### config.mk
export PLATFORM = sky130hd
export DESIGN_NAME = pwm6_dt
export DESIGN_NICKNAME = d
export VERILOG_FILES = /design/src/rtl/pwm_pkg.sv /design/src/rtl/pwm_shadow.sv /design/src/rtl/pwm_timebase.sv /design/src/rtl/pwm_deadband.sv /design/src/rtl/pwm6_dt.sv
export SDC_FILE = /design/constraint.sdc
export NUM_CORES = 1
export LEC_CHECK = 0
export ABC_AREA = 1
export BUFFER_PORTS_ARGS = -buffer_cell sky130_fd_sc_hd__buf_2
export CAP_MARGIN = 20
export CORE_MARGIN = 4
export CORE_UTILIZATION = 48
export CTS_BUF_LIST = sky130_fd_sc_hd__clkbuf_16
export CTS_CLUSTER_DIAMETER = 30
export DETAILED_ROUTE_END_ITERATION = 12
export PLACE_DENSITY_LB_ADDON = 0.25
export SETUP_SLACK_MARGIN = 0.05
export SLEW_MARGIN = 30
export SYNTH_ARGS = -nofsm -noshare
export SYNTH_HDL_FRONTEND = slang
export SYNTH_SLANG_ARGS = --single-unit
### constraint.sdc
create_clock -name clk -period 1.93 [get_ports clk]
set_clock_uncertainty 0.2 [all_clocks]
set_input_delay 0.193 -clock clk [delete_from_list [all_inputs] [get_ports clk]]
set_output_delay 0.193 -clock clk [all_outputs]
set_load 0.005 [all_outputs]
### src/rtl/pwm_pkg.sv
package pwm_pkg;
  localparam int unsigned DEF_NCH = 6;
  localparam int unsigned DEF_CW  = 16;
  localparam int unsigned DEF_DW  = 4;
endpackage

### src/rtl/pwm_shadow.sv
module pwm_shadow #(
  parameter int unsigned NCH = pwm_pkg::DEF_NCH,
  parameter int unsigned CW  = pwm_pkg::DEF_CW
) (
  input  logic              clk,
  input  logic              rst_n,
  input  logic              en,
  input  logic              load,
  input  logic              wrap,
  input  logic [CW-1:0]     per_in,
  input  logic [NCH*CW-1:0] duty_in,
  output logic [CW-1:0]     per_act,
  output logic [NCH*CW-1:0] duty_act
);
  logic [CW-1:0]     stage_per;
  logic [NCH*CW-1:0] stage_duty;
  logic              pend;
  logic              apply;

  assign apply = pend && (wrap || !en);

  always_ff @(posedge clk or negedge rst_n) begin
    if (!rst_n) begin
      stage_per  <= '0;
      stage_duty <= '0;
      pend       <= 1'b0;
      per_act    <= '0;
      duty_act   <= '0;
    end else begin
      if (load) begin
        stage_per  <= per_in;
        stage_duty <= duty_in;
      end
      if (apply) begin
        per_act  <= stage_per;
        duty_act <= stage_duty;
      end
      if (load)       pend <= 1'b1;
      else if (apply) pend <= 1'b0;
    end
  end

  AST_HOLD_PERIOD: assert property (@(posedge clk) disable iff (!rst_n)
    (en && !wrap) |=> $stable(per_act));
  AST_HOLD_DUTY: assert property (@(posedge clk) disable iff (!rst_n)
    (en && !wrap) |=> $stable(duty_act));
endmodule

### src/rtl/pwm_timebase.sv
module pwm_timebase #(
  parameter int unsigned CW = pwm_pkg::DEF_CW
) (
  input  logic          clk,
  input  logic          rst_n,
  input  logic          en,
  input  logic [CW-1:0] per_act,
  output logic [CW-1:0] cnt,
  output logic          wrap
);
  assign wrap = en && (cnt >= per_act);

  always_ff @(posedge clk or negedge rst_n) begin
    if (!rst_n)    cnt <= '0;
    else if (!en)  cnt <= '0;
    else if (wrap) cnt <= '0;
    else           cnt <= cnt + 1'b1;
  end

  AST_CNT_BOUND: assert property (@(posedge clk) disable iff (!rst_n)
    en |-> (cnt <= per_act));
  AST_IDLE_ZERO: assert property (@(posedge clk) disable iff (!rst_n)
    !en |=> (cnt == '0));
endmodule

### src/rtl/pwm_deadband.sv
module pwm_deadband #(
  parameter int unsigned DW = pwm_pkg::DEF_DW
) (
  input  logic          clk,
  input  logic          rst_n,
  input  logic          en,
  input  logic          raw,
  input  logic [DW-1:0] dead,
  output logic          p_o,
  output logic          n_o
);
  logic          r_q;
  logic [DW-1:0] dc_q;
  logic [DW-1:0] dc_n;
  logic          chg;

  assign chg = (raw != r_q);

  always_comb begin
    if (chg)              dc_n = dead;
    else if (dc_q != '0)  dc_n = dc_q - 1'b1;
    else                  dc_n = '0;
  end

  always_ff @(posedge clk or negedge rst_n) begin
    if (!rst_n) begin
      r_q  <= 1'b0;
      dc_q <= '0;
      p_o  <= 1'b0;
      n_o  <= 1'b0;
    end else if (!en) begin
      r_q  <= 1'b0;
      dc_q <= '0;
      p_o  <= 1'b0;
      n_o  <= 1'b0;
    end else begin
      r_q  <= raw;
      dc_q <= dc_n;
      p_o  <= raw && (dc_n == '0);
      n_o  <= !raw && (dc_n == '0);
    end
  end

  AST_NO_OVERLAP: assert property (@(posedge clk) disable iff (!rst_n)
    !(p_o && n_o));
  AST_N_OFF_FAST: assert property (@(posedge clk) disable iff (!rst_n)
    raw |=> !n_o);
  AST_P_OFF_FAST: assert property (@(posedge clk) disable iff (!rst_n)
    !raw |=> !p_o);
endmodule

### src/rtl/pwm6_dt.sv
module pwm6_dt #(
  parameter int unsigned NCH = pwm_pkg::DEF_NCH,
  parameter int unsigned CW  = pwm_pkg::DEF_CW,
  parameter int unsigned DW  = pwm_pkg::DEF_DW
) (
  input  logic              clk,
  input  logic              rst_n,
  input  logic              en,
  input  logic [CW-1:0]     period,
  input  logic [NCH*CW-1:0] duty,
  input  logic [DW-1:0]     dead,
  input  logic              load,
  output logic [NCH-1:0]    pwm_o,
  output logic              ch0_n,
  output logic              period_irq
);
  localparam int unsigned NPLAIN = NCH - 1;

  logic [CW-1:0]     per_act;
  logic [NCH*CW-1:0] duty_act;
  logic [CW-1:0]     cnt;
  logic              wrap;
  logic [NCH-1:0]    raw;
  logic [NPLAIN:1]   plain_q;
  logic              p0;
  logic              irq_q;

  pwm_shadow #(.NCH(NCH), .CW(CW)) u_shadow (
    .clk(clk), .rst_n(rst_n), .en(en), .load(load), .wrap(wrap),
    .per_in(period), .duty_in(duty), .per_act(per_act), .duty_act(duty_act)
  );

  pwm_timebase #(.CW(CW)) u_tbase (
    .clk(clk), .rst_n(rst_n), .en(en), .per_act(per_act),
    .cnt(cnt), .wrap(wrap)
  );

  for (genvar i = 0; i < NCH; i++) begin : g_cmp
    assign raw[i] = en && (cnt < duty_act[i*CW +: CW]);
  end

  pwm_deadband #(.DW(DW)) u_dband (
    .clk(clk), .rst_n(rst_n), .en(en), .raw(raw[0]), .dead(dead),
    .p_o(p0), .n_o(ch0_n)
  );

  always_ff @(posedge clk or negedge rst_n) begin
    if (!rst_n) begin
      plain_q <= '0;
      irq_q   <= 1'b0;
    end else begin
      plain_q <= raw[NCH-1:1];
      irq_q   <= wrap;
    end
  end

  assign pwm_o      = {plain_q, p0};
  assign period_irq = irq_q;

  AST_IDLE_QUIET: assert property (@(posedge clk) disable iff (!rst_n)
    !en |=> ((pwm_o == '0) && !ch0_n && !period_irq));
  AST_IRQ_AT_ZERO: assert property (@(posedge clk) disable iff (!rst_n)
    period_irq |-> (cnt == '0));
  AST_ZERO_DUTY_LOW: assert property (@(posedge clk) disable iff (!rst_n)
    (duty_act[CW +: CW] == '0) |=> !pwm_o[1]);
endmodule

==> results of run 1 <==
[cells in the final DEF (no fill, tap or decap), types with 15 or more instances in the layout]
cell	instances
buf_6	15
buf_4	59
nand2_2	49
buf_2	126
dlygate4sd3_1	138
o21ai_1	81
ha_1	82
clkbuf_16	61
ha_4	25
o21ai_0	111
dfrtp_1	242
a21oi_2	17
nand2_1	267
a21oi_1	69
inv_1	232
nor2_1	38
[what timing repair did]
| item | 4_1_cts | 5_1_grt |
|---|---|---|
| resized for setup | 18 | 209 |
| cloned | 0 | 15 |
| setup endpoints to repair | 141 | 146 |
| buffers inserted | 1 | 15 |
| pin swaps | 10 | 51 |
| endpoints found under the hold margin | 374 | 2 |
| hold buffers | 142 | 1 |
[kinds of logic (layout without fill, tap and decap cells)]
family,after synthesis,in the layout,share of synthesized area (%)
compound gates,310,310,13.2
flops,254,254,51.9
simple gates,429,430,14.2
buf+inv,292,705,9.47
fa+ha+maj,107,107,10.9
xor+xnor,5,5,0.358
[cell type report]
class,instances,share of cell area [%]
clock buffer,52,7.12
clock inverter,43,1.84
inverter,241,4.95
multi-input combinational,852,31.0
sequential,254,34.9
tap,330,2.26
timing repair buffer,369,18.0
[per-stage QoR]
step / instances / area (sq um)
after floorplan: 1397 / 12400
after global placement: 1877 / 13900
after global routing: 2141 / 18300
after detailed placement: 1877 / 13900
after CTS: 2115 / 17000
final: 2141 / 18300
[registers in the layout, indices dropped and copies added, names as in the netlist]
register             flops
u_shadow.stage_duty     96
period_irq               1
u_shadow.per_act        16
u_shadow.duty_act       96
u_tbase.cnt             16
u_shadow.pend            1
plain_q                  5
u_dband.dc_q             4
u_shadow.stage_per      16
u_dband.n_o              1
u_dband.r_q              1
u_dband.p_o              1
[metal layers]
layer  wire length [um]  vias up
li1                   -     5248
met1              14500     5206
met2              17700      350
met3               2030       95
met4               1220        0
met5                  0        -
[power by group]
part           internal [uW]  switching, uW
clock network           5220           2990
registers               5920            317
logic                   1180           1440
[worst register-to-register path, cell delays in order (launching register included)]
cell and delay, ps:
dfrtp_2 480, ha_4 300, nand2_1 90, nor3_4 220, nand3_2 110, nand4_1 130, buf_6 170, nand2_8 160
clkbuf_16 250, nand2_1 80, o21ai_1 80
[final timing paths]
check,start,to,slack [ps],depth (start not counted)
min,load,u_shadow.stage_duty[25]$_DFFE_PN0P_,-100,2
max reg2reg,u_tbase.cnt[9]$_DFF_PN0_,u_shadow.duty_act[80]$_DFFE_PN0P_,-480,10
min reg2reg,u_shadow.stage_duty[1]$_DFFE_PN0P_,u_shadow.stage_duty[1]$_DFFE_PN0P_,280,2
max,u_tbase.cnt[9]$_DFF_PN0_,u_shadow.duty_act[80]$_DFFE_PN0P_,-480,10
min in group asynchronous,rst_n,u_shadow.stage_duty[51]$_DFFE_PN0P_,60,3
max in group asynchronous,rst_n,u_tbase.cnt[14]$_DFF_PN0_,960,3
==> reports/summary.md, run 1 <==
### Placement
* 127 — PortBufs
* -416 ps — worst setup slack before clock tree synthesis
* 20600 um — dpl hpwl
* 0.833 — RePlAce Congestion

### Timing
* 415 MHz — Max Clock Freq
* 1 — count of final hold-check violations
* 141 — number of endpoints failing setup at the final stage
* 0 — number of pins with negative max-slew slack in the final report
* true — unrepaired setup endpoints after global routing
* -51300 ps — total negative slack
* 65.3% — worst max-slew margin expressed relative to the limit
* -103 ps — final hold slack
* 520 ps — worst slew pin tran
* 2410 ps — post-layout minimum cycle time
* -481 ps — Worst Setup Slack, final
* 125% — final worst path period share

### Final layout
* 0 — Ant. Diodes
* 72.8% — post-route core utilization
* 1997 — Net count, final
* 49.2% — Syn-to-layout area delta
* 5660 sq um — area taken by multi-input logic gates
* 6370 sq um — sequential cell area
* 1733 — filler instances
* 27.5% — share of post-route cells with drive strength above 1

### GRT
* 29.2% — fraction of met1 tracks used by global routing
* 0 — global route overflow
* 38.7% — Global Route met2 Usage
* 4.01% — met3 layer usage reported by global route
* 22.7% — aggregate global-route resource usage
* 51900 um — global-route wire length before repair
* 10800 — via count of the first global-routing pass
* 0 — initial antenna violation count
* 83 — pin count of the biggest net entering global routing
* met2 — routing layer with the top usage in global route

### Die
* 128 — IO Pins
* 168 um — Die Span X
* 25100 sq um — placeable core area
* 58 — standard-cell rows
* 48.8% — initial cell density of the core
* 168 um — die height
* 28100 sq um — die footprint

### Critical path
* 480 ps — critical path's largest stage delay
* flop — endpoint type of the worst setup path
* 2150 ps — CP Data Required Time
* 13 — maximum fanout count along the critical path
* 2630 ps — data arrival time at the worst-slack endpoint
* simple AND/OR/NAND/NOR gates — Largest delay share family, worst path
* flop — crit start category
* ha_4 -> nand2_1 -> nor3_4 -> nand3_2 -> nand4_1 -> buf_6 -> nand2_8 -> clkbuf_16 -> nand2_1 -> o21ai_1 — chain of cells forming the critical path
* nand2_1 — CP most frequent cell
* dfrtp_2 — critical-path cell with the highest stage delay
* reg -> reg — critical path class
* 2 — worst path bufs/invs

### Logic synthesis
* 100% — fraction of registers with async set or reset after synthesis
* 254 — flops & latches, synth
* 1397 — number of instances in the synthesized netlist
* 1624 — Synth Net Count
* 0 — yosys synthesis warning count
* 12200 sq um — netlist area before placement
* 8.76 sq um — Avg Inst Size Synth
* nand2_1 — most used standard cell by instance count after synthesis
* 0 — Post-synth EDFFs
* dfrtp_1 — Primary FF master, synth
* 51.9% — area share of the largest cell type after synthesis
* 28 — number of distinct library cell variants in the gate-level netlist after synthesis
* 320 x nand2_1, 254 x dfrtp_1, 239 x inv_1, 147 x o21ai_0, 107 x ha_1 — leading post-synthesis cells by instance count
* dfrtp_1 52%, ha_1 11%, nand2_1 9.8% — cell types occupying the most area after synthesis
* dfrtp_1 — cell accounting for the most synthesized area
* 51.9% — part of the Yosys area used for sequential elements

### Clocking
* 52 — number of buffers added by the clock tree synthesis step
* clkbuf_16 — library cell used as clock root buffer
* 3 — CTS max path bufs
* 254 — number of clock sinks seen by CTS
* built — CTS tree
* 2 — maximum level of the CTS H-tree
* 560 ps — latest clock arrival within the worst-skew pair
* 50 ps — post-CTS clock slew at the launch and capture registers of the worst setup and hold paths

### Status
* hold timing, setup timing — violated checks
* finished, violations left — result of the run

### Flow run
* 0 — maxcap violations

### Route
* 5 — drt pass-1 iters
* 5.09 — Avg Vias per Cell
* 734 — drt initial violations
* 0 — antenna-violating nets left
* 0 — detailed-route DRC error count
* 16.6 um — average wire length per cell after detail routing
* 10900 — routed via count
* 35500 um — Final Routed Wirelength

### Power and ir drop
* 17100 uW — total power consumption of the routed design
* 0.00911 uW — cell leakage power
* 934 nW/um^2 — pwr dens
* 0.000750 V — IR Drop Worst-Case VDD

### Hold path
* in -> reg — Tightest Hold Check Type

(Power assumes the default switching activity.)
==> inputs of run 2 (changes only) <==
--- a/config.mk
+++ b/config.mk
@@ -9,7 +9,7 @@
 export BUFFER_PORTS_ARGS = -buffer_cell sky130_fd_sc_hd__buf_2
 export CAP_MARGIN = 20
 export CORE_MARGIN = 4
-export CORE_UTILIZATION = 48
+export CORE_UTILIZATION = 25
 export CTS_BUF_LIST = sky130_fd_sc_hd__clkbuf_16
 export CTS_CLUSTER_DIAMETER = 30
 export DETAILED_ROUTE_END_ITERATION = 12
@@ -18,4 +18,5 @@
 export SLEW_MARGIN = 30
 export SYNTH_ARGS = -nofsm -noshare
 export SYNTH_HDL_FRONTEND = slang
+export SYNTH_HIERARCHICAL = 1
 export SYNTH_SLANG_ARGS = --single-unit
==> run 2 against run 1 <==
  * The run still ends with hold timing, setup timing left
  * Sequential cell count stayed put
  * Area after synthesis is 5.9% higher
  * Critical path depth is 2 higher
  * Synthesized cell count is 14% higher
  * Maximum frequency is 3.3% lower
  * Utilization is 33 points lower
  * Count of clock-buffer cells in the layout is 11 higher
  * Cell count is 28% higher
  * Non-clock buffer count is 42 higher
  * Sequential power is 2% higher
  * Via count is 9.1% higher
  * Cell area is 11% higher
  * Largest power group unchanged
  * Highest routed layer unchanged
==> reports/summary.md, run 2 <==
### Route
* 11900 — routed via count
* 15.9 um — average wire length per cell after detail routing
* 0 — antenna-violating nets left
* 0 — detailed-route DRC error count
* 43600 um — Final Routed Wirelength
* 4.34 — Avg Vias per Cell
* 528 — drt initial violations
* 5 — drt pass-1 iters

### Power and ir drop
* 0.0105 uW — cell leakage power
* 27.1% — share of total power consumed by net switching
* 15.1% — combinational power share
* 0.000672 V — IR Drop Worst-Case VDD
* 5280 uW — Net Sw Power
* 14200 uW — cell-internal power
* 956 nW/um^2 — pwr dens
* 52.1% — relative contribution of the clock network to total power
* 32.8% — sequential power share
* 19500 uW — total power consumption of the routed design

### Critical path
* 2200 ps — CP Data Required Time
* inv_2 -> ha_4 -> nand4_1 -> nor3_2 -> nand2_2 -> a21oi_2 -> inv_2 -> nand2_8 -> nand2_8 -> clkbuf_16 -> nand2_1 -> nand2_1 — chain of cells forming the critical path
* flop — crit start category
* 2760 ps — data arrival time at the worst-slack endpoint
* 390 ps — critical path's largest stage delay
* reg -> reg — critical path class
* flop — endpoint type of the worst setup path
* dfrtp_1 — critical-path cell with the highest stage delay
* 6 — maximum fanout count along the critical path
* 3 — worst path bufs/invs
* simple AND/OR/NAND/NOR gates — Largest delay share family, worst path

### Final layout
* 26.6% — share of post-route cells with drive strength above 1
* u_shadow/duty_act: 96 flops, u_shadow/stage_duty: 96 flops — largest registers in the final layout
* 20400 sq um — Layout Cell Area excl Fill
* 5184 — filler instances
* 0 — Ant. Diodes
* 626 x nand2_1, 240 x dfrtp_1, 173 x dlygate4sd3_1, 158 x inv_1, 125 x buf_2 — leading cell types in the layout, fill and taps excluded
* 2232 — Net count, final
* 57.1% — Syn-to-layout area delta
* nand2_1 — most common library cell in the layout ignoring fill and taps

### Timing
* 2490 ps — post-layout minimum cycle time
* 0 — number of pins with negative max-slew slack in the final report
* -563 ps — Worst Setup Slack, final
* true — unrepaired setup endpoints after global routing
* 536 ps — worst slew pin tran
* 129% — final worst path period share
* 1 — count of final hold-check violations
* 64.2% — worst max-slew margin expressed relative to the limit
* -12.1 ps — final hold slack
* -63200 ps — total negative slack
* 135 — number of endpoints failing setup at the final stage
* 401 MHz — Max Clock Freq

### Logic synthesis
* 13000 sq um — netlist area before placement
* 100% — fraction of registers with async set or reset after synthesis
* nand2_1 — most used standard cell by instance count after synthesis
* 49.0% — area share of the largest cell type after synthesis
* 6 — yosys synthesis warning count
* 1595 — number of instances in the synthesized netlist
* 1822 — Synth Net Count
* dfrtp_1 — cell accounting for the most synthesized area
* 31 — number of distinct library cell variants in the gate-level netlist after synthesis
* 49.0% — part of the Yosys area used for sequential elements
* dfrtp_1 — Primary FF master, synth
* 708 x nand2_1, 254 x dfrtp_1, 156 x inv_1, 128 x nand3_1, 107 x ha_1 — leading post-synthesis cells by instance count
* 8.13 sq um — Avg Inst Size Synth
* dfrtp_1 49%, nand2_1 21%, ha_1 10% — cell types occupying the most area after synthesis
* 0 — Post-synth EDFFs
* 254 — flops & latches, synth

### Clocking
* 2 — maximum level of the CTS H-tree
* clkbuf_16 — library cell used as clock root buffer
* 590 ps — latest clock arrival within the worst-skew pair
* 254 — number of clock sinks seen by CTS
* 3 — CTS max path bufs
* 61 — number of buffers added by the clock tree synthesis step
* 50 ps — post-CTS clock slew at the launch and capture registers of the worst setup and hold paths
* built — CTS tree

### GRT
* 114 — pin count of the biggest net entering global routing
* 0 — initial antenna violation count
* 67200 um — global-route wire length before repair
* 0 — global route overflow
* 15.1% — aggregate global-route resource usage
* 12400 — via count of the first global-routing pass

### Placement
* 26100 um — dpl hpwl
* 127 — PortBufs
* 0.786 — RePlAce Congestion
* 14800 sq um — total placed instance area

### Die
* 51300 sq um — placeable core area
* 236 um — Die Span X
* 83 — standard-cell rows
* 236 um — die height
* 25.3% — initial cell density of the core
* 55600 sq um — die footprint
* 128 — IO Pins

### Status
* hold timing, setup timing — violated checks
* finished, violations left — result of the run

### Hold path
* in -> reg — Tightest Hold Check Type

### Flow run
* 0 — maxcap violations

run 2: cell count changes in the layout (fill, tap and decap cells not counted), sizes merged, moves of 35 or more:
cell         change
inv             -84
nand3          +103
o21ai          -185
dlygate4sd3     +35
a21oi           -41
nand2          +396
run 2: cells by family (layout without fill, tap and decap cells):
family / Yosys count / in the layout / share of synthesized area [%]
AOI/OAI and AO/OA: 79 / 79 / 3.53
adders and majority gates: 107 / 107 / 10.3
buffers and inverters: 226 / 688 / 7.29
DFF: 254 / 254 / 49.0
and+or+nand+nor: 929 / 930 / 29.8
run 2: final timing paths:
check / startpoint / to / slack [ps] / depth (start not counted)
max in group asynchronous: rst_n / u_tbase/cnt[10]$_DFF_PN0_ / 390 / 4
worst max register to register: u_shadow/per_act[15]$_DFFE_PN0P_ / u_shadow/per_act[0]$_DFFE_PN0P_ / -560 / 12
min in group asynchronous: rst_n / u_dband/p_o$_DFF_PN0_ / 440 / 3
worst max-delay path: u_shadow/per_act[15]$_DFFE_PN0P_ / u_shadow/per_act[0]$_DFFE_PN0P_ / -560 / 12
worst min register to register: u_shadow/duty_act[25]$_DFFE_PN0P_ / u_shadow/duty_act[25]$_DFFE_PN0P_ / 270 / 2
worst min-delay path: load / u_shadow/stage_duty[25]$_DFFE_PN0P_ / -10 / 4
run 2: metrics by stage:
stage	utilization, %	instances	worst slack [ps]
finish	39.7	2738	-563
global route	39.7	2738	-614
CTS	38.0	2724	-472
detailed placement	28.9	2401	-543
global placement	28.9	2401	-524
floorplan	-	1595	-252
run 2: area by class of cell:
| class | count | area, sq um | area share [%] |
|---|---|---|---|
| inverters | 161 | 607 | 2.98 |
| multi-input cells | 1116 | 6560 | 32.2 |
| clock inverters | 53 | 483 | 2.37 |
| repair buffers | 411 | 3910 | 19.2 |
| flip-flops and latches | 254 | 6380 | 31.3 |
| well taps | 680 | 851 | 4.18 |
| clock buffers | 63 | 1580 | 7.74 |
run 2: layer usage:
metal  up-vias  track usage (%)  part of all wire (%)
li1       5859                -                     -
met4         0             4.47                   2.6
met3        72             3.29                   4.0
met2       217             26.2                    49
met5         -                0                     0
met1      5739             18.9                    44
run 2: worst register-to-register path: stages (launching register included):
cell and delay, ps:
dfrtp_1 390, inv_2 70, ha_4 280, nand4_1 150
nor3_2 270, nand2_2 100, a21oi_2 160, inv_2 90
nand2_8 150, nand2_8 160, clkbuf_16 220, nand2_1 70
nand2_1 60
run 2: what timing repair did:
item	CTS	global route
gates cloned	17	8
gates resized for setup	65	162
hold endpoints to repair	374	0
endpoints found under the setup margin	135	141
hold buffers	173	0
setup buffers	22	8
pin swaps	7	45
run 2: power by group through the flow:
stage          Sequential, uW  Clock (uW)  Combinational, uW
2_1_floorplan            6260           0               1420
3_3_place_gp             6380           0               2070
3_5_place_dp             6380           0               2130
4_1_cts                  6320       10300               2690
5_1_grt                  6450       10700               3350
6_report                 6380       10100               2950
==> inputs of run 3 (changes only) <==
--- a/config.mk
+++ b/config.mk
@@ -13,6 +13,7 @@
 export CTS_BUF_LIST = sky130_fd_sc_hd__clkbuf_16
 export CTS_CLUSTER_DIAMETER = 30
 export DETAILED_ROUTE_END_ITERATION = 12
+export MAX_ROUTING_LAYER = met4
 export PLACE_DENSITY_LB_ADDON = 0.25
 export SETUP_SLACK_MARGIN = 0.05
 export SLEW_MARGIN = 30
==> run 3 against run 2 <==
  * The run still ends with hold timing, setup timing left
  * Combinational power about the same
  * Die area is the same
  * Sequential cell count unchanged
  * Count of clock-buffer cells in the layout is the same
  * Global-route usage grew 0.45 points
  * Power about the same
  * Clock power hardly changed
  * Worst setup slack got worse by 6.3 ps
==> reports/summary.md, run 3 (synthesis results as in run 2) <==
### Route
* 5 — drt pass-1 iters
* 43600 um — Final Routed Wirelength
* 11900 — routed via count
* 546 — drt initial violations
* 0 — antenna-violating nets left
* 15.9 um — average wire length per cell after detail routing
* 4.33 — Avg Vias per Cell
* 0 — detailed-route DRC error count

### Clocking
* clkbuf_16 — library cell used as clock root buffer
* 590 ps — latest clock arrival within the worst-skew pair
* 2 — maximum level of the CTS H-tree
* 50 ps — post-CTS clock slew at the launch and capture registers of the worst setup and hold paths
* 254 — number of clock sinks seen by CTS
* 61 — number of buffers added by the clock tree synthesis step
* built — CTS tree
* 3 — CTS max path bufs

### Power and ir drop
* 19500 uW — total power consumption of the routed design
* 15.1% — combinational power share
* 52.1% — relative contribution of the clock network to total power
* 5270 uW — Net Sw Power
* 14200 uW — cell-internal power
* 32.8% — sequential power share
* 0.000674 V — IR Drop Worst-Case VDD
* 957 nW/um^2 — pwr dens
* 0.0105 uW — cell leakage power
* 27.1% — share of total power consumed by net switching

### Placement
* 14800 sq um — total placed instance area
* 127 — PortBufs
* -543 ps — worst setup slack before clock tree synthesis
* 0.797 — RePlAce Congestion
* 26100 um — dpl hpwl

### GRT
* 67200 um — global-route wire length before repair
* 12400 — via count of the first global-routing pass
* 26.3% — Global Route met2 Usage
* 0 — global route overflow
* 3.26% — met3 layer usage reported by global route
* met2 — routing layer with the top usage in global route
* 18.9% — fraction of met1 tracks used by global routing
* 15.6% — aggregate global-route resource usage
* 114 — pin count of the biggest net entering global routing
* 0 — initial antenna violation count

### Critical path
* 2770 ps — data arrival time at the worst-slack endpoint
* flop — endpoint type of the worst setup path
* flop — crit start category
* reg -> reg — critical path class
* 2200 ps — CP Data Required Time
* 12 — Register-to-Register Path Depth
* 6 — maximum fanout count along the critical path
* -570 ps — Reg2Reg Setup Slack
* u_shadow/per_act[15]$_DFFE_PN0P_ — critical register-to-register path startpoint
* u_shadow/per_act[0]$_DFFE_PN0P_ — worst reg2reg endpoint

### Die
* 236 um — die height
* 25.3% — initial cell density of the core
* 55600 sq um — die footprint
* 51300 sq um — placeable core area
* 128 — IO Pins
* 236 um — Die Span X
* 83 — standard-cell rows

### Final layout
* 629 x nand2_1, 240 x dfrtp_1, 173 x dlygate4sd3_1, 158 x inv_1, 125 x buf_2 — leading cell types in the layout, fill and taps excluded
* u_shadow/duty_act: 96 flops, u_shadow/stage_duty: 96 flops — largest registers in the final layout
* nand2_1 — most common library cell in the layout ignoring fill and taps
* 0 — Ant. Diodes
* 2232 — Net count, final
* 20300 sq um — Layout Cell Area excl Fill
* 26.4% — share of post-route cells with drive strength above 1
* 56.9% — Syn-to-layout area delta
* 39.7% — post-route core utilization

### Hold path
* in -> reg — Tightest Hold Check Type
* load — worst hold path startpoint
* u_shadow/stage_duty[25]$_DFFE_PN0P_ — destination of the worst hold path
* 4 — count of cells along the worst hold path

### Timing
* 400 MHz — Max Clock Freq
* 1 — count of final hold-check violations
* -64430 ps — total negative slack
* true — unrepaired setup endpoints after global routing
* 533 ps — worst slew pin tran
* 0 — number of pins with negative max-slew slack in the final report
* 2500 ps — post-layout minimum cycle time
* -12.8 ps — final hold slack
* 135 — number of endpoints failing setup at the final stage
* -569 ps — Worst Setup Slack, final
* 64.4% — worst max-slew margin expressed relative to the limit
* 129% — final worst path period share

### Status
* finished, violations left — result of the run
* hold timing, setup timing — violated checks

### Flow run
* 0 — maxcap violations

-- run 3: changes by cell type in the layout (fill, tap and decap cells not counted) --
cell,previous run,this run
nand3_2,30,29
nand2_2,63,61
nand2_1,626,629
nand2_4,26,25
nand3_1,97,98
-- run 3: area by class of cell --
class | count | area (sq um)
Inverter | 161 | 607
Multi-Input combinational cell | 1116 | 6540
Fill cell | 5190 | 31000
Timing Repair Buffer | 411 | 3910
Clock inverter | 53 | 483
Clock buffer | 63 | 1580
Sequential cell | 254 | 6380
Tap cell | 680 | 851
-- run 3: per-layer routing --
layer,share of wire [%],vias up
met4,2.4,0
met1,44,5717
met2,50,212
met5,0,-
met3,3.9,71
li1,-,5855
-- run 3: critical path, cell delays in order, from the launching register on --
cell       delay, ps
dfrtp_1          400
inv_2             70
ha_4             280
nand4_1          150
nor3_2           270
nand2_2          100
a21oi_2          170
inv_2             90
nand2_8          150
nand2_8          150
clkbuf_16        210
nand2_1           70
nand2_1           60
-- run 3: worst max-delay path by stage --
stage	slack, ps	depth (start not counted)	startpoint	to
after CTS	-470	11	u_tbase/cnt[13]$_DFF_PN0_	u_shadow/duty_act[93]$_DFFE_PN0P_
after floorplan	-250	13	u_tbase/cnt[11]$_DFF_PN0_	u_shadow/duty_act[26]$_DFFE_PN0P_
final	-570	12	u_shadow/per_act[15]$_DFFE_PN0P_	u_shadow/per_act[0]$_DFFE_PN0P_
after global placement	-520	10	u_tbase/cnt[14]$_DFF_PN0_	u_shadow/duty_act[63]$_DFFE_PN0P_
after global routing	-610	17	u_tbase/cnt[7]$_DFF_PN0_	u_dband/p_o$_DFF_PN0_
after detailed placement	-540	10	u_tbase/cnt[14]$_DFF_PN0_	u_shadow/duty_act[63]$_DFFE_PN0P_
-- run 3: stage by stage --
| stage | hold WS [ps] | instances |
|---|---|---|
| 6_report | -12.8 | 2738 |
| 5_1_grt | 25.2 | 2738 |
| 4_1_cts | 0.131 | 2724 |
| 3_5_place_dp | -76.9 | 2401 |
| 3_3_place_gp | -83.2 | 2401 |
| 2_1_floorplan | -303 | 1595 |
-- run 3: repair_timing --
action / 4_1_cts / 5_1_grt
setup endpoints to repair: 135 / 141
endpoints found under the hold margin: 374 / 0
setup buffers: 22 / 8
pin swaps: 7 / 44
hold buffers: 173 / 0
cloned: 17 / 8
gates resized for setup: 65 / 157
-- run 3: power by group through the flow --
stage	clock, uW	combinational [uW]	sequential (uW)
floorplan	0	1420	6260
global placement	0	2070	6380
detailed placement	0	2130	6380
CTS	10300	2690	6320
global route	10700	3340	6440
finish	10100	2940	6380
